==> config.mk <==
export PLATFORM = sky130hd
export DESIGN_NAME = dual_reload_timer
export DESIGN_NICKNAME = d
export VERILOG_FILES = /design/src/rtl/drt_pkg.sv /design/src/rtl/drt_prescaler.sv /design/src/rtl/drt_edge_sync.sv /design/src/rtl/drt_timer_core.sv /design/src/rtl/dual_reload_timer.sv
export SDC_FILE = /design/constraint.sdc
export NUM_CORES = 1
export LEC_CHECK = 0
export ABC_AREA = 1
export BUFFER_PORTS_ARGS = -buffer_cell sky130_fd_sc_hd__buf_4
export CAP_MARGIN = 25
export CORE_ASPECT_RATIO = 1.25
export CORE_MARGIN = 1.5
export CORE_UTILIZATION = 40
export CTS_CLUSTER_SIZE = 14
export DETAILED_ROUTE_END_ITERATION = 7
export PLACE_DENSITY = 0.67
export SETUP_SLACK_MARGIN = 0.1
export SYNTH_ARGS = -nofsm -noshare
export SYNTH_HDL_FRONTEND = slang
export SYNTH_SLANG_ARGS = --single-unit
==> constraint.sdc <==
create_clock -name clk -period 2.2 [get_ports clk]
set_input_delay 0.22 -clock clk [delete_from_list [all_inputs] [get_ports clk]]
set_output_delay 0.22 -clock clk [all_outputs]
set_load 0.03 [all_outputs]
==> src/rtl/drt_pkg.sv <==
package drt_pkg;
  localparam int CNT_W     = 16;
  localparam int SEL_W     = 3;
  localparam int PRE_BASE  = 3;
  localparam int NUM_TAPS  = 1 << SEL_W;
  localparam int ADDR_W    = 3;
  localparam int NUM_TMR   = 2;

  typedef enum logic [1:0] {SRC_PRESC = 2'd0, SRC_CASC = 2'd1,
                            SRC_EXT   = 2'd2, SRC_OFF  = 2'd3} src_e;
  typedef enum logic [1:0] {EDG_NONE = 2'd0, EDG_RISE = 2'd1,
                            EDG_FALL = 2'd2, EDG_BOTH = 2'd3} edg_e;
  typedef enum logic [1:0] {REG_CNT = 2'd0, REG_RLD = 2'd1,
                            REG_CTL = 2'd2, REG_NONE = 2'd3} reg_e;

  typedef struct packed {
    edg_e             edg;
    logic [SEL_W-1:0] div;
    src_e             src;
    logic             run;
  } ctl_t;

  localparam int CTL_W = $bits(ctl_t);
endpackage

==> src/rtl/drt_prescaler.sv <==
module drt_prescaler #(
  parameter int PRE_BASE = 3,
  parameter int NUM_TAPS = 8
) (
  input  logic                clk,
  input  logic                rst_n,
  output logic [NUM_TAPS-1:0] tap
);
  localparam int PRE_W = PRE_BASE + NUM_TAPS - 1;

  logic [PRE_W-1:0] pre_q, pre_d;

  always_comb pre_d = pre_q + 1'b1;

  always_ff @(posedge clk or negedge rst_n) begin
    if (!rst_n) pre_q <= '0;
    else        pre_q <= pre_d;
  end

  // tap i fires once every 2^(PRE_BASE+i) cycles
  for (genvar i = 0; i < NUM_TAPS; i++) begin : g_tap
    assign tap[i] = &pre_q[PRE_BASE+i-1:0];
  end
endmodule

==> src/rtl/drt_edge_sync.sv <==
module drt_edge_sync (
  input  logic clk,
  input  logic rst_n,
  input  logic pin,
  output logic rise,
  output logic fall
);
  logic meta_q, sync_q, last_q;

  always_ff @(posedge clk or negedge rst_n) begin
    if (!rst_n) begin
      meta_q <= 1'b0;
      sync_q <= 1'b0;
      last_q <= 1'b0;
    end else begin
      meta_q <= pin;
      sync_q <= meta_q;
      last_q <= sync_q;
    end
  end

  always_comb begin
    rise = sync_q & ~last_q;
    fall = ~sync_q & last_q;
  end
endmodule

==> src/rtl/drt_timer_core.sv <==
module drt_timer_core
  import drt_pkg::*;
#(
  parameter int CNT_W    = 16,
  parameter int NUM_TAPS = 8,
  parameter bit HAS_EXT  = 1'b0
) (
  input  logic                clk,
  input  logic                rst_n,
  input  logic                wr_en,
  input  reg_e                wr_reg,
  input  logic [CNT_W-1:0]    wr_data,
  input  logic [NUM_TAPS-1:0] tap,
  input  logic                casc_stb,
  input  logic                ext_rise,
  input  logic                ext_fall,
  output logic [CNT_W-1:0]    cnt,
  output logic                tick,
  output logic                ovf
);
  ctl_t             ctl_q, ctl_d;
  logic [CNT_W-1:0] cnt_q, cnt_d, rld_q, rld_d;
  logic             cnt_wr, rld_wr, ctl_wr, cnt_en;
  logic             ext_pulse, src_pulse, at_max;

  if (HAS_EXT) begin : g_ext
    always_comb begin
      unique case (ctl_q.edg)
        EDG_RISE: ext_pulse = ext_rise;
        EDG_FALL: ext_pulse = ext_fall;
        EDG_BOTH: ext_pulse = ext_rise | ext_fall;
        default:  ext_pulse = 1'b0;
      endcase
    end
  end else begin : g_no_ext
    logic unused_ext;
    assign unused_ext = ^{ext_rise, ext_fall, ctl_q.edg};
    assign ext_pulse  = 1'b0;
  end

  always_comb begin
    unique case (ctl_q.src)
      SRC_PRESC: src_pulse = tap[ctl_q.div];
      SRC_CASC:  src_pulse = casc_stb;
      SRC_EXT:   src_pulse = ext_pulse;
      default:   src_pulse = 1'b0;
    endcase
  end

  always_comb begin
    cnt_wr = wr_en && (wr_reg == REG_CNT);
    rld_wr = wr_en && (wr_reg == REG_RLD);
    ctl_wr = wr_en && (wr_reg == REG_CTL);
    at_max = &cnt_q;
    tick   = ctl_q.run & src_pulse;
    ovf    = tick & at_max & ~cnt_wr;
    cnt_en = cnt_wr | tick;
    if (cnt_wr)      cnt_d = wr_data;
    else if (at_max) cnt_d = rld_q;
    else             cnt_d = cnt_q + 1'b1;
    rld_d = wr_data;
    ctl_d = ctl_t'(wr_data[CTL_W-1:0]);
  end

  always_ff @(posedge clk or negedge rst_n) begin
    if (!rst_n) begin
      cnt_q <= '0;
      rld_q <= '0;
      ctl_q <= '0;
    end else begin
      if (cnt_en) cnt_q <= cnt_d;
      if (rld_wr) rld_q <= rld_d;
      if (ctl_wr) ctl_q <= ctl_d;
    end
  end

  assign cnt = cnt_q;
endmodule

==> src/rtl/dual_reload_timer.sv <==
module dual_reload_timer
  import drt_pkg::*;
#(
  parameter int CNT_W    = drt_pkg::CNT_W,
  parameter int SEL_W    = drt_pkg::SEL_W,
  parameter int PRE_BASE = drt_pkg::PRE_BASE
) (
  input  logic                      clk,
  input  logic                      rst_n,
  input  logic                      wr_en,
  input  logic [drt_pkg::ADDR_W-1:0] wr_addr,
  input  logic [CNT_W-1:0]          wr_data,
  input  logic                      casc_stb,
  input  logic                      ext_cnt,
  output logic [CNT_W-1:0]          cnt0,
  output logic [CNT_W-1:0]          cnt1,
  output logic [1:0]                tick,
  output logic [1:0]                ovf
);
  localparam int TAPS = 1 << SEL_W;

  logic [TAPS-1:0]  tap;
  logic             ext_rise, ext_fall;
  logic [CNT_W-1:0] cnt_arr [NUM_TMR];
  reg_e             wr_reg;

  assign wr_reg = reg_e'(wr_addr[1:0]);

  drt_prescaler #(.PRE_BASE(PRE_BASE), .NUM_TAPS(TAPS)) u_pre (
    .clk(clk), .rst_n(rst_n), .tap(tap));

  drt_edge_sync u_sync (
    .clk(clk), .rst_n(rst_n), .pin(ext_cnt), .rise(ext_rise), .fall(ext_fall));

  for (genvar i = 0; i < NUM_TMR; i++) begin : g_tmr
    logic sel_wr;
    assign sel_wr = wr_en && (wr_addr[ADDR_W-1] == 1'(i));
    drt_timer_core #(.CNT_W(CNT_W), .NUM_TAPS(TAPS), .HAS_EXT(i == 0)) u_core (
      .clk      (clk),
      .rst_n    (rst_n),
      .wr_en    (sel_wr),
      .wr_reg   (wr_reg),
      .wr_data  (wr_data),
      .tap      (tap),
      .casc_stb (casc_stb),
      .ext_rise ((i == 0) ? ext_rise : 1'b0),
      .ext_fall ((i == 0) ? ext_fall : 1'b0),
      .cnt      (cnt_arr[i]),
      .tick     (tick[i]),
      .ovf      (ovf[i]));
  end

  assign cnt0 = cnt_arr[0];
  assign cnt1 = cnt_arr[1];
endmodule

# After elaboration in Yosys (flattened, before gate mapping)
# Index checks and enable logic that the tools add are counted.
# W data, S select, Z words.
[totals]
in_bits = 24
output_inout_bits = 36
word_cells = 76
register_bits = 91
[classes]
n_eq_ne = 8
n_mux = 11
bitwise_logic = 16
n_addsub = 3
magnitude_cmp = 2
reduce_logical = 21
[op_table]
columns = ["cell", "n"]
rows = [
  ["$mux W16", 4],
  ["$add A16 B1 Y16 const B", 2],
  ["$reduce_and A16 Y1", 2],
  ["$add A10 B1 Y10 const B", 1],
  ["$reduce_and A10 Y1", 1],
  ["$reduce_and A9 Y1", 1],
  ["$and A1 B1 Y1", 8],
  ["$eq A2 B1 Y1 const B", 4],
  ["$eq A2 B2 Y1 const B", 4],
  ["$logic_and A1 B1 Y1", 8],
  ["$lt A3 B4 Y1 const B", 2],
  ["$reduce_and A8 Y1", 1],
  ["$reduce_and A7 Y1", 1],
  ["$bmux W1 S3", 2],
  ["$logic_not A2 Y1", 3],
  ["$pmux W1 S3", 2],
  ["$reduce_and A6 Y1", 1],
  ["$not A1 Y1", 5],
  ["$reduce_and A5 Y1", 1],
  ["$reduce_and A4 Y1", 1],
  ["$or A1 B1 Y1", 3],
  ["$reduce_and A3 Y1", 1],
  ["$mux W1", 2],
  ["$pmux W1 S2", 1],
]

# Depth between registers and ports, before layout
[logic_depth]
ltp_word = 8
depth_mapped = 17
mapped_depth_nobuf = 16

# Modules after synthesis
# Synthesis repeated with hierarchy kept, for this count alone.
[unflattened]
cells_unflattened = 749
area_unflattened_um2 = 5385.2
[by_module_without_submodules]
columns = ["mod", "area_each_um2", "n_inst", "cells_per_inst", "seq_area_each_um2"]
rows = [
  ["drt_timer_core at g_tmr[0].u_core", 2428.6, 1, 341, 1001.0],
  ["drt_timer_core at g_tmr[1].u_core", 2339.7, 1, 343, 950.9],
  ["drt_prescaler", 505.5, 1, 53, 250.2],
  ["drt_edge_sync", 90.1, 1, 7, 75.1],
  ["dual_reload_timer", 21.3, 1, 5, 0.0],
]

# Least setup slack after synthesis
# OpenSTA, ideal clock, no wires.
[synth_timing]
kind = "reg2out"
from = "register u_pre.pre_q[0]"
to = "output ovf[0]"
path_buffers = 2
required_time_ps = 1980
path_stages_with_launch = 17
arrival_ps = 1936
setup_slack_ps = 44
path_cell_list = "dfrtp_1 -> ha_1 -> nand2_1 -> nor2_2 -> nand2_1 -> inv_1 -> ha_1 -> inv_1 -> a21oi_1 -> nand2_1 -> nand3_1 -> nand2_1 -> nand2_2 -> nand2_4 -> buf_2 -> nor3_2 -> buf_4"
[synth_via]
elab_chain_cells = 7
word_cells_on_any_way = 14
classes_between = "mux: 3; bitwise: 3; reduce/logical: 8"
[synth_rtl]
columns = ["element", "line_no", "source"]
rows = [
  ["from (decl)", "drt_prescaler.sv:11", "logic [PRE_W-1:0] pre_q, pre_d;"],
  ["from (signal assigned)", "drt_prescaler.sv:17", "else pre_q <= pre_d;"],
  ["$reduce_and A10 Y1, or another cell as far along", "drt_prescaler.sv:22", "assign tap[i] = &pre_q[PRE_BASE+i-1:0];"],
  ["$bmux W1 S3 (*)", "drt_timer_core.sv:43", "SRC_PRESC: src_pulse = tap[ctl_q.div];"],
  ["$mux W1 (implied by the code) (*)", "drt_timer_core.sv:43", ""],
  ["$pmux W1 S3 (*)", "drt_timer_core.sv:42", "unique case (ctl_q.src)"],
  ["$and A1 B1 Y1 (*)", "drt_timer_core.sv:55", "tick = ctl_q.run & src_pulse;"],
  ["$and A1 B1 Y1 (*) (2 in a row)", "drt_timer_core.sv:56", "ovf = tick & at_max & ~cnt_wr;"],
  ["to (decl)", "dual_reload_timer.sv:18", "output logic [1:0] ovf"],
]
# Mark *: on every way between the ends. The rest lies on a longest branch, timed or not. The select of a mux whose other input is x is not followed.

# Worst setup path in the final report
# Same ends and word-level chain as after synthesis.

==> results_dict.tcl <==
set metrics [dict create \
    outcome "complete, but fails checks" \
    violations "negative setup slack" \
    setup_ws_ns -0.211 \
    nNetsFinal 855 \
    hold_viol 0 \
    min_from "wr_data[15]" \
    grt_max_degree 55 \
    crit_required_ns 1.98 \
    routedWlPerCell_um 13.8 \
    drive_above_1_share_pct 23.9 \
    ys_ff_latch 91 \
    synth_edf_count 0 \
    synth_most_common_cell "nand2_1" \
    yosysSeqAreaShare_pct 42.9 \
    cp-start-kind "flip-flop" \
    timing.rr.end "g_tmr[1].u_core.cnt[3]" \
    cp_slowest_cell "dfrtp_1" \
    vias 4932 \
    arrival_ns 2.19 \
    syn_area_per_cell_um2 7.19 \
    cts_root_buf "clkbuf_16" \
    max_stage_delay_ns 0.37 \
    initial_utilization_pct 41.4 \
    min_path_cells 3 \
    cts_tree "done" \
    max_slew_margin_pct 58.8 \
    dpl-instance-area_um2 5990 \
    cp_cell_sequence "ha_2 > nand2_2 > nor2_4 > nand2_2 > inv_2 > ha_4 > inv_2 > a21oi_2 > nand2_1 > nand3_1 > nand2_1 > nand2_2 > nand2_4 > nor3_2 > buf_4" \
    worstPathMaxFanout 5 \
    rr_worst_depth 16 \
    cts_buffer_depth 2 \
    reg2reg_from "u_pre.pre_q[0]" \
    grt_pass1_vias 4611 \
    setup_viol 11 \
    synthFlopType "dfrtp_1" \
    fmax_ghz 0.415 \
    drtAntennaViolNets 0 \
    irDropWorstVdd_mv 0.602 \
    rows 46 \
    clk_latency_ns 0.34 \
    portBuffers 59 \
    synthArstFlopShare_pct 100 \
    path_class "flip-flop to output pin" \
    n_antenna_cell 0 \
    overflow 0 \
    timing_max_transition_violations_final 0 \
    drc 0 \
    fin_cells 997 \
    worstSetupEndpointType "output pin" \
    drt-initial-drc-count 301 \
    netlist_top_cells_count "265 x nand2_1, 91 x dfrtp_1, 77 x inv_1, 77 x nand3_1, 59 x o21ai_0" \
    cts_buffers 9 \
    synth_nets 770 \
    yosysTopAreaCellShare_pct 42.9 \
    die_area_um2 14000 \
    grt_setup_unrepaired "true" \
    synth_cell_types 36 \
    fin_tns_setup_ns -0.778 \
    final_util_pct 52.5 \
    synth_warnings 0 \
    hpwl_um 9510 \
    ys_top_cells_by_area "dfrtp_1 43%, nand2_1 19%, nand3_1 7.3%" \
    finalWirelength_um 13800 \
    clk_pin_slew_worst_paths_ns 0.07 \
    core_um2 12800 \
    antenna_found_initial 0 \
    leakage_uw 0.00345 \
    area_growth_pct 26.7 \
    clock_skew_ns 0.00672 \
    die_x_um 106 \
    synth_cells 739 \
    grt_pass1_wl_um 22400 \
    min_to "g_tmr[0].u_core.rld_q[15]" \
    min_period_over_period_pct 110 \
    grt_usage_pct 19.8 \
    h-tree-depth 3 \
    synth_top_cell_by_area "dfrtp_1" \
    syn_area_um2 5310 \
    drv_cap 0 \
    cpMostUsedCell "nand2_2" \
    cts.sink_count 91 \
    hp-class "primary input to flip-flop" \
    power.density_nw_per_um2 946 \
    ioPinCount 60 \
    firstDrtPassIters 7 \
    reg2reg_setup_slack_ns -0.03 \
    worst_slew_pin_slew_ns 0.615 \
    place_inst 959 \
    vias_per_cell 4.95 \
    fp.dieH_um 132 \
    final_cell_area_um2 6730 \
    min_period_ns 2.41 \
    place_congestion 0.887 \
]
power by group:
part | leakage [µW] | internal (µW) | switching, µW | total, µW
Clock | 0.000124 | 772 | 689 | 1460
Combinational | 0.00217 | 974 | 1450 | 2430
Sequential | 0.00116 | 2050 | 431 | 2480
state kept, by name (all words and copies together) (netlist names):
register and cells:
u_sync.last_q 1, u_pre.pre_q 10, g_tmr.u_core.ctl_q 14, g_tmr.u_core.rld_q 32, u_sync.meta_q 1, u_sync.sync_q 1
g_tmr.u_core.cnt 32
final cells by class:
| type | count | area (µm²) |
|---|---|---|
| clock buffers | 9 | 225 |
| clock inverters | 7 | 52.6 |
| fillers | 1236 | 6100 |
| inverters | 81 | 304 |
| multi-input cells | 544 | 2830 |
| flip-flops and latches | 91 | 2280 |
| well taps | 168 | 210 |
| repair buffers | 97 | 831 |
logic make-up (layout without fill, tap and decap cells):
group                      Yosys count  after routing  share of synthesized area, %
AOI/OAI and AO/OA                   89             89                          8.93
buffers and inverters              107            194                          8.53
and+or+nand+nor                    429            432                          35.4
DFF                                 91             91                          42.9
xor gates and xnor gates            16             16                          2.64
adders and majority gates            7              7                          1.65
per-layer routing:
layer / wire [µm] / vias up / global-route usage (%)
met1: 6320 / 2272 / 27.5
met3: 557 / 22 / 2.77
met4: 344 / 0 / 6.83
met2: 6570 / 126 / 31.5
met5: 0 / - / 0
li1: - / 2512 / -
how the worst max path moves through the flow:
stage	from	to	slack, ns	cells past startpoint
after floorplan	u_pre.pre_q[0]	ovf[0]	0.07	16
after global placement	u_pre.pre_q[0]	ovf[1]	0.11	15
after detailed placement	u_pre.pre_q[0]	ovf[1]	0.07	15
after CTS	u_pre.pre_q[0]	ovf[1]	-0.22	15
after global routing	u_pre.pre_q[0]	ovf[0]	-0.35	15
final	u_pre.pre_q[0]	ovf[0]	-0.21	15
per-stage QoR:
stage | hold WS, ns | worst slack [ns] | power, µW
after floorplan | -0.0756 | 0.0728 | 3910
after global placement | 0.232 | 0.107 | 4660
after detailed placement | 0.232 | 0.0651 | 4680
after CTS | 0.166 | -0.222 | 6200
after global routing | 0.190 | -0.348 | 6790
final | 0.174 | -0.211 | 6370
cell usage in the layout, fill, tap and decap left out, types with 10 or more instances in the layout:
cell type / instances
nand2_1: 241
dfrtp_1: 91
buf_4: 83
inv_1: 72
nand3_1: 69
o21ai_0: 55
nor2_1: 40
nand2_2: 28
a21oi_1: 15
xor2_1: 11
nand3_2: 10
clkbuf_16: 10
critical path, delay by kind of cell, from the launching register on:
kind | cells | cell delay, ns
and+or+nand+nor | 9 | 0.75
DFF | 1 | 0.37
adders and majority gates | 2 | 0.32
buffers and inverters | 3 | 0.28
AOI/OAI and AO/OA | 1 | 0.12
repair_timing:
item	in CTS	in global routing
setup buffers	9	7
hold buffers	2	0
pin swaps	5	24
gates cloned	0	4
gates resized for setup	13	60
endpoints found under the setup margin	7	36
hold endpoints to repair	38	0
Note: power is estimated with default switching activity, not from simulation.
